**src/rtl/divf_pkg.sv**
```systemverilog
package divf_pkg;

  typedef enum logic [1:0] {
    ST_IDLE = 2'd0,
    ST_RUN  = 2'd1,
    ST_FIN  = 2'd2
  } div_state_e;

  // Flag vector; field order fixes bit positions {N,Z,V,C}
  typedef struct packed {
    logic n;
    logic z;
    logic v;
    logic c;
  } div_flags_t;

  localparam int FLAG_W = $bits(div_flags_t);

endpackage

```
**src/rtl/div_operand_prep.sv**
```systemverilog
module div_operand_prep #(
  parameter int W = 32
) (
  input  logic [W-1:0] num_i,
  input  logic [W-1:0] den_i,
  input  logic         sgn_i,
  output logic [W-1:0] num_mag_o,
  output logic [W-1:0] den_mag_o,
  output logic         neg_quo_o,
  output logic         neg_rem_o
);
  logic num_neg, den_neg;

  always_comb begin
    num_neg   = sgn_i & num_i[W-1];
    den_neg   = sgn_i & den_i[W-1];
    num_mag_o = num_neg ? (~num_i + 1'b1) : num_i;
    den_mag_o = den_neg ? (~den_i + 1'b1) : den_i;
    neg_quo_o = num_neg ^ den_neg;
    neg_rem_o = num_neg;
  end
endmodule

```
**src/rtl/div_restoring_core.sv**
```systemverilog
module div_restoring_core #(
  parameter int W = 32
) (
  input  logic         clk,
  input  logic         rst_n,
  input  logic         load_i,
  input  logic         step_i,
  input  logic [W-1:0] num_i,
  input  logic [W-1:0] den_i,
  output logic [W-1:0] quo_o,
  output logic [W-1:0] rem_o
);
  logic [W-1:0] acc_q;
  logic [W-1:0] shq_q;
  logic [W-1:0] den_q;
  logic [W:0]   partial;
  logic [W:0]   trial;
  logic         qbit;
  logic [W-1:0] acc_nxt;

  always_comb begin
    partial = {acc_q, shq_q[W-1]};
    trial   = partial - {1'b0, den_q};
    qbit    = ~trial[W];
    acc_nxt = qbit ? trial[W-1:0] : partial[W-1:0];
  end

  always_ff @(posedge clk or negedge rst_n) begin
    if (!rst_n) begin
      acc_q <= '0;
      shq_q <= '0;
      den_q <= '0;
    end else if (load_i) begin
      acc_q <= '0;
      shq_q <= num_i;
      den_q <= den_i;
    end else if (step_i) begin
      acc_q <= acc_nxt;
      shq_q <= {shq_q[W-2:0], qbit};
    end
  end

  assign quo_o = shq_q;
  assign rem_o = acc_q;

  AST_PARTIAL_BELOW_DIVISOR: assert property (@(posedge clk) disable iff (!rst_n)
    (den_q != '0) |-> (acc_q < den_q));
endmodule

```
**src/rtl/div_result_fix.sv**
```systemverilog
module div_result_fix
  import divf_pkg::*;
#(
  parameter int W  = 32,
  parameter int HW = 16
) (
  input  logic [W-1:0] uquo_i,
  input  logic [W-1:0] urem_i,
  input  logic         neg_quo_i,
  input  logic         neg_rem_i,
  input  logic         sgn_i,
  input  logic         word_i,
  output logic [W-1:0] quo_o,
  output logic [W-1:0] rem_o,
  output div_flags_t   flags_o
);
  localparam int EXT = W - HW;

  logic [W-1:0] q;
  logic [W-1:0] q_sext;
  logic         ovf_u, ovf_s;

  always_comb begin
    q      = neg_quo_i ? (~uquo_i + 1'b1) : uquo_i;
    rem_o  = neg_rem_i ? (~urem_i + 1'b1) : urem_i;
    quo_o  = q;
    q_sext = {{EXT{q[HW-1]}}, q[HW-1:0]};
    ovf_u  = |q[W-1:HW];
    ovf_s  = (q != q_sext);
    flags_o.c = 1'b0;
    flags_o.v = word_i & (sgn_i ? ovf_s : ovf_u);
    flags_o.z = (q == '0);
    flags_o.n = (q != '0) & q[W-1];
  end
endmodule

```
**src/rtl/div_flags_unit.sv**
```systemverilog
module div_flags_unit
  import divf_pkg::*;
#(
  parameter int W  = 32,
  parameter int HW = 16
) (
  input  logic                clk,
  input  logic                rst_n,
  input  logic                in_valid,
  output logic                in_ready,
  input  logic [W-1:0]        dividend,
  input  logic [W-1:0]        divisor,
  input  logic                is_signed,
  input  logic                word_mode,
  output logic                out_valid,
  output logic [W-1:0]        quotient,
  output logic [W-1:0]        remainder,
  output logic [FLAG_W-1:0]   flags,
  output logic                div_zero
);
  localparam int ITER = W;
  localparam int CW   = $clog2(ITER);
  localparam logic [CW-1:0] LAST = CW'(ITER - 1);

  div_state_e   state_q;
  logic [CW-1:0] cnt_q;
  logic         neg_quo_q, neg_rem_q, sgn_q, word_q;

  logic [W-1:0] num_mag, den_mag;
  logic         neg_quo_c, neg_rem_c;
  logic         accept, den_zero, load;
  logic [W-1:0] core_quo, core_rem;
  logic [W-1:0] fx_quo, fx_rem;
  div_flags_t   fx_flags;

  assign in_ready = (state_q == ST_IDLE);
  assign accept   = in_valid & in_ready;
  assign den_zero = (divisor == '0);
  assign load     = accept & ~den_zero;

  div_operand_prep #(.W(W)) u_prep (
    .num_i     (dividend),
    .den_i     (divisor),
    .sgn_i     (is_signed),
    .num_mag_o (num_mag),
    .den_mag_o (den_mag),
    .neg_quo_o (neg_quo_c),
    .neg_rem_o (neg_rem_c)
  );

  div_restoring_core #(.W(W)) u_core (
    .clk    (clk),
    .rst_n  (rst_n),
    .load_i (load),
    .step_i (state_q == ST_RUN),
    .num_i  (num_mag),
    .den_i  (den_mag),
    .quo_o  (core_quo),
    .rem_o  (core_rem)
  );

  div_result_fix #(.W(W), .HW(HW)) u_fix (
    .uquo_i    (core_quo),
    .urem_i    (core_rem),
    .neg_quo_i (neg_quo_q),
    .neg_rem_i (neg_rem_q),
    .sgn_i     (sgn_q),
    .word_i    (word_q),
    .quo_o     (fx_quo),
    .rem_o     (fx_rem),
    .flags_o   (fx_flags)
  );

  always_ff @(posedge clk or negedge rst_n) begin
    if (!rst_n) begin
      state_q   <= ST_IDLE;
      cnt_q     <= '0;
      neg_quo_q <= 1'b0;
      neg_rem_q <= 1'b0;
      sgn_q     <= 1'b0;
      word_q    <= 1'b0;
      out_valid <= 1'b0;
      div_zero  <= 1'b0;
      quotient  <= '0;
      remainder <= '0;
      flags     <= '0;
    end else begin
      out_valid <= 1'b0;
      div_zero  <= 1'b0;
      unique case (state_q)
        ST_IDLE: begin
          if (accept) begin
            if (den_zero) begin
              div_zero <= 1'b1;
            end else begin
              state_q   <= ST_RUN;
              cnt_q     <= '0;
              neg_quo_q <= neg_quo_c;
              neg_rem_q <= neg_rem_c;
              sgn_q     <= is_signed;
              word_q    <= word_mode;
            end
          end
        end
        ST_RUN: begin
          cnt_q <= cnt_q + 1'b1;
          if (cnt_q == LAST) state_q <= ST_FIN;
        end
        ST_FIN: begin
          quotient  <= fx_quo;
          remainder <= fx_rem;
          flags     <= fx_flags;
          out_valid <= 1'b1;
          state_q   <= ST_IDLE;
        end
        default: state_q <= ST_IDLE;
      endcase
    end
  end

  AST_RESULT_ONE_CYCLE: assert property (@(posedge clk) disable iff (!rst_n)
    out_valid |=> !out_valid);
  AST_BLOCKED_NO_EXC: assert property (@(posedge clk) disable iff (!rst_n)
    (in_valid && !in_ready) |=> !div_zero);
  AST_EXC_FREEZES: assert property (@(posedge clk) disable iff (!rst_n)
    div_zero |-> ($stable(quotient) && $stable(remainder) && $stable(flags) && !out_valid));
  AST_CARRY_CLEAR: assert property (@(posedge clk) disable iff (!rst_n)
    out_valid |-> !flags[0]);
  AST_ZN_EXCLUSIVE: assert property (@(posedge clk) disable iff (!rst_n)
    out_valid |-> !(flags[3] && flags[2]));
  AST_LONG_NO_OVF: assert property (@(posedge clk) disable iff (!rst_n)
    (out_valid && !word_q) |-> !flags[1]);
  AST_WORD_FITS: assert property (@(posedge clk) disable iff (!rst_n)
    (out_valid && word_q && !sgn_q && !flags[1]) |-> (quotient[W-1:HW] == '0));
  AST_RESULTS_HOLD: assert property (@(posedge clk) disable iff (!rst_n)
    !out_valid |-> ($stable(quotient) && $stable(remainder) && $stable(flags)));
endmodule

```
**config.mk**
```make
export PLATFORM = sky130hd
export DESIGN_NAME = div_flags_unit
export DESIGN_NICKNAME = d
export VERILOG_FILES = /design/src/rtl/divf_pkg.sv /design/src/rtl/div_operand_prep.sv /design/src/rtl/div_restoring_core.sv /design/src/rtl/div_result_fix.sv /design/src/rtl/div_flags_unit.sv
export SDC_FILE = /design/constraint.sdc
export NUM_CORES = 1
export LEC_CHECK = 0
export BUFFER_PORTS_ARGS = -buffer_cell sky130_fd_sc_hd__buf_4
export CAP_MARGIN = 15
export CORE_MARGIN = 2
export CORE_UTILIZATION = 40
export CTS_CLUSTER_DIAMETER = 40
export DETAILED_ROUTE_END_ITERATION = 6
export HOLD_SLACK_MARGIN = 0.06
export SYNTH_ARGS = -nofsm -noshare
export SYNTH_HDL_FRONTEND = slang
export SYNTH_SLANG_ARGS = --single-unit
```
**constraint.sdc**
```tcl
create_clock -name clk -period 4.7 [get_ports clk]
set_clock_uncertainty 0.15 [all_clocks]
set_input_delay 1.41 -clock clk [delete_from_list [all_inputs] [get_ports clk]]
set_output_delay 1.41 -clock clk [all_outputs]
set_load 0.05 [all_outputs]
```
Yosys cells after proc, flatten, opt, wreduce, memory -nomap -nowiden
Index checks and enable logic that the tools add are counted.
Storage, ports and cells
  output and inout port bits: 71
  input bits: 69
  logic and storage cells: 71
  register bits after elaboration: 176
Operators by class
  bitwise operators: 13
  reductions and logical operators: 10
  equality and inequality tests: 7
  multiplexer cells: 21
  add/sub/neg operators: 6
Operators with widths (number)
  32-bit two-way mux: 9
  32-bit by 1-bit adder with 32-bit output (second input constant): 4
  32-bit NOT: 4
  32-bit logical NOT: 2
  33-bit by 32-bit subtractor with 33-bit output: 1
  32-bit nonzero test: 1
  16-bit != test: 1
  16-bit OR reduction: 1
  5-bit two-way mux: 2
  5-bit one-hot mux with 2 select lines: 1
  3-bit AND reduction: 3
  1-bit AND: 6
  2-bit two-way mux: 3
  5-bit by 1-bit adder with 5-bit output (second input constant): 1
  5-bit equality test (second input constant): 1
  1-bit two-way mux: 5
  2-bit != test (second input constant): 2
  2-bit one-hot mux with 2 select lines: 1
  2-bit nonzero test: 2
  2-bit by 1-bit equality test with 1-bit output (second input constant): 1
  2-bit equality test (second input constant): 1
  2-bit logical NOT: 1
  2-bit by 1-bit != test with 1-bit output (second input constant): 1
  1-bit NOT: 2
  1-bit bitwise XOR: 1

Longest topological paths before layout
  word-level depth: 6
  depth in mapped cells: 15
  mapped depth without buffers: 12

By module
From an unflattened synthesis, not the netlist that was laid out.
Second synthesis, totals
  cells, all modules: 1365
  area, all modules: 12465.7 µm²
Modules (own cells, without submodules)
  div_restoring_core: times used 1, seq. area each 2402.3 µm², area an instance 6134.6 µm², cells each 697
  div_flags_unit: times used 1, seq. area each 2026.9 µm², area an instance 3180.6 µm², cells each 205
  div_result_fix: times used 1, seq. area each 0.0 µm², area an instance 1701.6 µm², cells each 248
  div_operand_prep: times used 1, seq. area each 0.0 µm², area an instance 1448.9 µm², cells each 215

Worst setup path before layout
Ideal clock, no wire load.
  path type: in2reg
  start: input port divisor[7]
  end: register u_core.shq_q[0], in the netlist u_core.quo_o[0]
  path slack: 670 ps
  library setup time: 157 ps
  required time: 4393 ps
  arrival: 3723 ps
  buffers on the path: 2
  stages: 9
  cell sequence: or4_1 > nor4_1 > nor4b_1 > nand4_1 > and2_1 > clkbuf_1 > nand2_1 > buf_1 > o221ai_1
Between the ends
  word-level cells in the longest chain between the ends: 4
  elaborated cells between the ends (all ways): 5
  those cells by class: mux: 1; bitwise: 2; reduce/logical: 2
Ends and longest elaborated chain
  from (decl): RTL line div_flags_unit.sv:12  | input logic [W-1:0] divisor,
  32-bit logical NOT *: RTL line div_flags_unit.sv:38  | assign den_zero = (divisor == '0);
  1-bit NOT (no line) *
  1-bit AND *: RTL line div_flags_unit.sv:39  | assign load = accept & ~den_zero;
  32-bit two-way mux / 2-bit nonzero test (equally long branches)
  to (signal assigned): RTL line div_restoring_core.sv:35  | shq_q <= num_i;
  to (signal assigned): RTL line div_restoring_core.sv:39  | shq_q <= {shq_q[W-2:0], qbit};
  to (decl): RTL line div_restoring_core.sv:14  | logic [W-1:0] shq_q;
Every way passes the cells marked *; elsewhere a longest branch is shown, timed or not.
A chain may end at the register's enable or synchronous reset.

Worst setup path after layout
  start: input port divisor[7]
  end: register u_core.den_q[31]
Between the ends
  word-level cells in the longest chain between the ends: 3
  elaborated cells between the ends (all ways): 6
  those cells by class: add/sub: 1; mux: 1; bitwise: 3; reduce/logical: 1
Ends and longest elaborated chain
  32-bit NOT / 32-bit logical NOT (equally long branches): RTL line div_operand_prep.sv:18, div_flags_unit.sv:38
  32-bit by 1-bit adder with 32-bit output / 1-bit NOT (equally long branches)
  32-bit two-way mux / 1-bit AND (equally long branches): RTL line div_operand_prep.sv:18, div_flags_unit.sv:39
  to (signal assigned): RTL line div_restoring_core.sv:36  | den_q <= den_i;
  to (decl): RTL line div_restoring_core.sv:15  | logic [W-1:0] den_q;
Parallel ways exist; a longest one is shown, timed or not.

==> parameters.txt <==
Parameter                              Value

Run status
  Status ... finished, final reports clean

Timing
  Max transition margin ... 26.23%
  Pins over their slew limit ... 0
  Final Hold Violating Endpoints ... 0
  Setup violation total in the final timing report ... 0
  Fin crit share ... 92.77%
  Maximum clock frequency ... 0.2293 GHz
  Clock period minus final worst setup slack ... 4360 ps
  Unrepaired setup endpoints after global routing ... false
  Worst Max-Slew Pin Slew ... 1099 ps
  Total Negative Setup Slacks ... 0 ps
  Worst hold slack after final layout ... 326.2 ps
  Final worst setup slack ... 339.7 ps

Clock network
  Clock tree from TritonCTS ... yes
  CTS root buffer ... sky130_fd_sc_hd__clkbuf_16
  Number of resized instances in the post-cts repair step ... 0
  Clock transition time at the flip-flop clock pins of the worst setup and hold paths ... 70 ps
  Sinks on Clock Net ... 176
  Post-cts hold buffer count ... 0
  Setup Buffers After CTS ... 0
  Clock Path Buffers ... 2
  Clock buffer count from CTS ... 17
  Deepest level of the CTS H-tree ... 4
  Clock latency reported for the late side of the worst-skew pair ... 440 ps

Detailed routing
  Routed Wire Length ... 32200 um
  Drt first-iter violations ... 727
  Average vias per placed instance ... 5.480
  Detail-routed net length per standard cell ... 16.65 um
  Number of iterations in the first detailed-routing pass ... 6
  # DRC ... 0
  Antenna Nets Post-Route ... 0
  Via total after detailed routing ... 10600

Floorplanning
  Die span in y ... 176.4 um
  Die Outline Area ... 31120 um^2
  Total I/O pin count ... 140
  Initial cell density of the core ... 40.34%
  Core box area ... 29480 um^2
  Overall die width ... 176.4 um
  Number of cell rows ... 63

Setup path
  Worst R2R Path Depth ... 12
  Critical R2R Capture ... u_core.rem_o[30]
  First element of the critical path ... divisor[7]
  Maximum fanout encountered on the critical timing path ... 66
  Endpoint kind of the worst setup timing path ... flop
  Cell with the biggest individual delay on the critical path ... sky130_fd_sc_hd__or4_1
  Cell type with the highest occurrence count on the critical path ... sky130_fd_sc_hd__buf_4
  Classification of the worst setup path ... input pin to flop
  Arrival time at the worst endpoint ... 4510 ps
  Slowest stage delay, CP ... 580 ps
  Startpoint kind of the worst setup timing path ... input pin
  Critical Path, Cell by Cell ... buf_4 > or4_1 > nor4_1 > nor4b_1 > nand4_1 > nand2_1 > nor3_2 > buf_4 > nand3_1 > o21ai_0
  Capturing element of the worst setup path ... u_core.den_q[31]
  R2r startpoint ... u_core.quo_o[31]
  Worst endpoint required time ... 4850 ps
  Setup slack of the worst register-to-register path ... 660 ps

Global route
  Met3 global-route usage ... 2.455%
  M2 GR Usage ... 35.44%
  Busiest layer in global routing ... met2
  Grt met1 use ... 28.74%
  Grt ovf ... 0
  Via count of the first global-routing pass ... 10210
  Pin count of the biggest net entering global routing ... 84
  First-pass GRT wire length ... 52840 um
  Combined global-route utilization of all metal layers ... 21.11%
  Number of antenna violations at the first check in global routing ... 0

Finish
  Fraction of final layout cells with drive strength greater than 1 ... 14.12%
  Area added between synthesis and finish ... 17.54%
  Number of nets in the finished design ... 1639
  Util after Layout ... 47.41%
  Summed area of non-filler cells in the final layout ... 13980 um^2
  Total inserted antenna cells ... 0

Power and ir drop
  Cell internal pwr ... 5.821 mW
  Net Sw Frac ... 48.60%
  Power share of the clock group ... 13.8%
  Leak pwr ... 6.110 nW
  Switching power summed over all nets ... 5.503 mW
  Power density relative to cell area ... 810.2 nW/um^2
  Part of the total power dissipated in sequential elements ... 26.6%
  Relative contribution of combinational cells to total power ... 59.6%
  Worst vdd ir ... 0.3321 mV

Synth
  Cell types with the highest counts after synthesis ... sky130_fd_sc_hd__nand2_1, sky130_fd_sc_hd__dfrtp_1, sky130_fd_sc_hd__o21ai_0, sky130_fd_sc_hd__xor2_1, sky130_fd_sc_hd__a21oi_1
  Post-synthesis cell count ... 1438
  Most frequently used cell type in the post-synthesis netlist ... sky130_fd_sc_hd__nand2_1
  Proportion of synthesized flip-flops having asynchronous set or reset ... 100.0%
  Mean Syn Cell Area ... 8.269 um^2
  Syn_nets ... 1546
  Summed instance area of the synthesized netlist ... 11890 um^2
  Dominant synthesized flop cell ... sky130_fd_sc_hd__dfrtp_1
  Sequential-to-total area share from yosys stat ... 37.04%
  Count of synthesis-stage warnings from yosys ... 0
  Largest area contributor in the synthesized netlist ... sky130_fd_sc_hd__dfrtp_1
  Share of Yosys cell area claimed by the top area cell type ... 37.04%
  Most area-consuming cells after synthesis ... sky130_fd_sc_hd__dfrtp_1, sky130_fd_sc_hd__xor2_1, sky130_fd_sc_hd__nand2_1, sky130_fd_sc_hd__o21ai_0, sky130_fd_sc_hd__xnor2_1
  EDFF count, synth ... 0
  Post-synthesis cell type count ... 76
  Synthesis-stage register bit count ... 176

Placement
  Post-detailed-placement cell area ... 13340 um^2
  Worst slack at placement ... -88.55 ps
  Placed wire-length estimate ... 24490 um
  Count of buffers from port buffering ... 138
  Final weighted congestion of routability-driven global placement ... 0.8734

Job
  Number of violations of the max-capacitance limit ... 0

Worst hold path
  Path type of the worst min-delay path ... flop to flop
==> per-stage QoR <==
stage | cells | total power, mW
2_1_floorplan | 1438 | 7.932
3_3_place_gp | 1902 | 9.661
3_5_place_dp | 1902 | 9.763
4_1_cts | 1934 | 11.35
5_1_grt | 1934 | 12.31
6_report | 1934 | 11.32
==> worst min-delay path by stage <==
| stage | endpoint | cells past startpoint | slack (ps) | start |
|---|---|---|---|---|
| after floorplan | word_q | 2 | 290 | word_q |
| after global placement | quotient[25] | 2 | 310 | quotient[25] |
| after detailed placement | quotient[20] | 2 | 320 | quotient[20] |
| after CTS | quotient[6] | 2 | 340 | quotient[6] |
| after global routing | flags[1] | 2 | 350 | flags[1] |
| final | quotient[6] | 2 | 330 | quotient[6] |
==> layout make-up <==
type	instances	area, um^2
clock buffers	18	439.2
clock inverters	14	201.4
fillers	2942	15500
inverters	73	274.0
multi-input cells	1099	6898
flip-flops and latches	176	4404
well taps	390	488.0
repair buffers	164	1272
==> state kept, by name, indices dropped and copies added, names as in the netlist <==
name,count
cnt_q,5
div_zero,1
flags,3
neg_quo_q,1
neg_rem_q,1
out_valid,1
quotient,32
remainder,32
sgn_q,1
state_q,2
u_core.den_q,32
u_core.quo_o,32
u_core.rem_o,32
word_q,1
==> power by group through the flow <==
stage / Combinational (mW) / Sequential, mW / Clock, mW
finish: 6.74 / 3.02 / 1.56
global route: 7.52 / 3.14 / 1.65
CTS: 6.75 / 3.01 / 1.59
detailed placement: 6.72 / 3.04 / 0
global placement: 6.63 / 3.03 / 0
floorplan: 4.71 / 3.23 / 0
==> kinds of logic after synthesis <==
kind of cell,after synthesis,share of synthesized area (%)
AO/OA/AOI/OAI,405,21.86
XOR/XNOR,148,10.90
adder cells (fa/ha/maj),39,4.167
buffers and inverters,163,5.293
flip-flops,176,37.04
multiplexers,4,0.3472
other,1,0.03154
AND/OR/NAND/NOR,502,20.36
==> critical path: cells and delay by family <==
kind	cells	cell delay (ps)
AO/OA/AOI/OAI	1	90
buffers and inverters	2	510
AND/OR/NAND/NOR	7	2470
==> placed cells by master (no fill, tap or decap), types with 5 or more instances in the layout <==
master / Yosys / final
sky130_fd_sc_hd__nand2_1: 199 / 199
sky130_fd_sc_hd__dfrtp_1: 176 / 176
sky130_fd_sc_hd__buf_4: 1 / 160
sky130_fd_sc_hd__o21ai_0: 142 / 142
sky130_fd_sc_hd__xor2_1: 93 / 93
sky130_fd_sc_hd__a21oi_1: 83 / 83
sky130_fd_sc_hd__nor2_1: 80 / 80
sky130_fd_sc_hd__inv_1: 71 / 71
sky130_fd_sc_hd__xnor2_1: 55 / 55
sky130_fd_sc_hd__nor3_1: 43 / 42
sky130_fd_sc_hd__o31ai_1: 39 / 38
sky130_fd_sc_hd__ha_1: 38 / 38
sky130_fd_sc_hd__nand3_1: 34 / 34
sky130_fd_sc_hd__nand4_1: 29 / 29
sky130_fd_sc_hd__clkbuf_16: 0 / 17
sky130_fd_sc_hd__nand2b_1: 16 / 15
sky130_fd_sc_hd__or3_1: 15 / 15
sky130_fd_sc_hd__nor4_1: 15 / 14
sky130_fd_sc_hd__or4_1: 14 / 14
sky130_fd_sc_hd__and3_1: 13 / 13
sky130_fd_sc_hd__a222oi_1: 13 / 13
sky130_fd_sc_hd__o21ai_1: 13 / 13
sky130_fd_sc_hd__o41ai_1: 12 / 12
sky130_fd_sc_hd__o211ai_1: 11 / 11
sky130_fd_sc_hd__nor2b_1: 11 / 10
sky130_fd_sc_hd__a211oi_1: 10 / 10
sky130_fd_sc_hd__and2_1: 9 / 9
sky130_fd_sc_hd__a31oi_1: 9 / 9
sky130_fd_sc_hd__o311ai_1: 9 / 9
sky130_fd_sc_hd__o21a_1: 8 / 8
sky130_fd_sc_hd__a21o_1: 7 / 7
sky130_fd_sc_hd__a311o_1: 7 / 7
sky130_fd_sc_hd__or2_2: 5 / 5
==> per-layer routing <==
layer,routed length (um),up-vias
li1,-,5328
met1,15040,4969
met2,15250,268
met3,1315,34
met4,596,0
met5,0,-
Note: power is estimated with default switching activity, not from simulation.
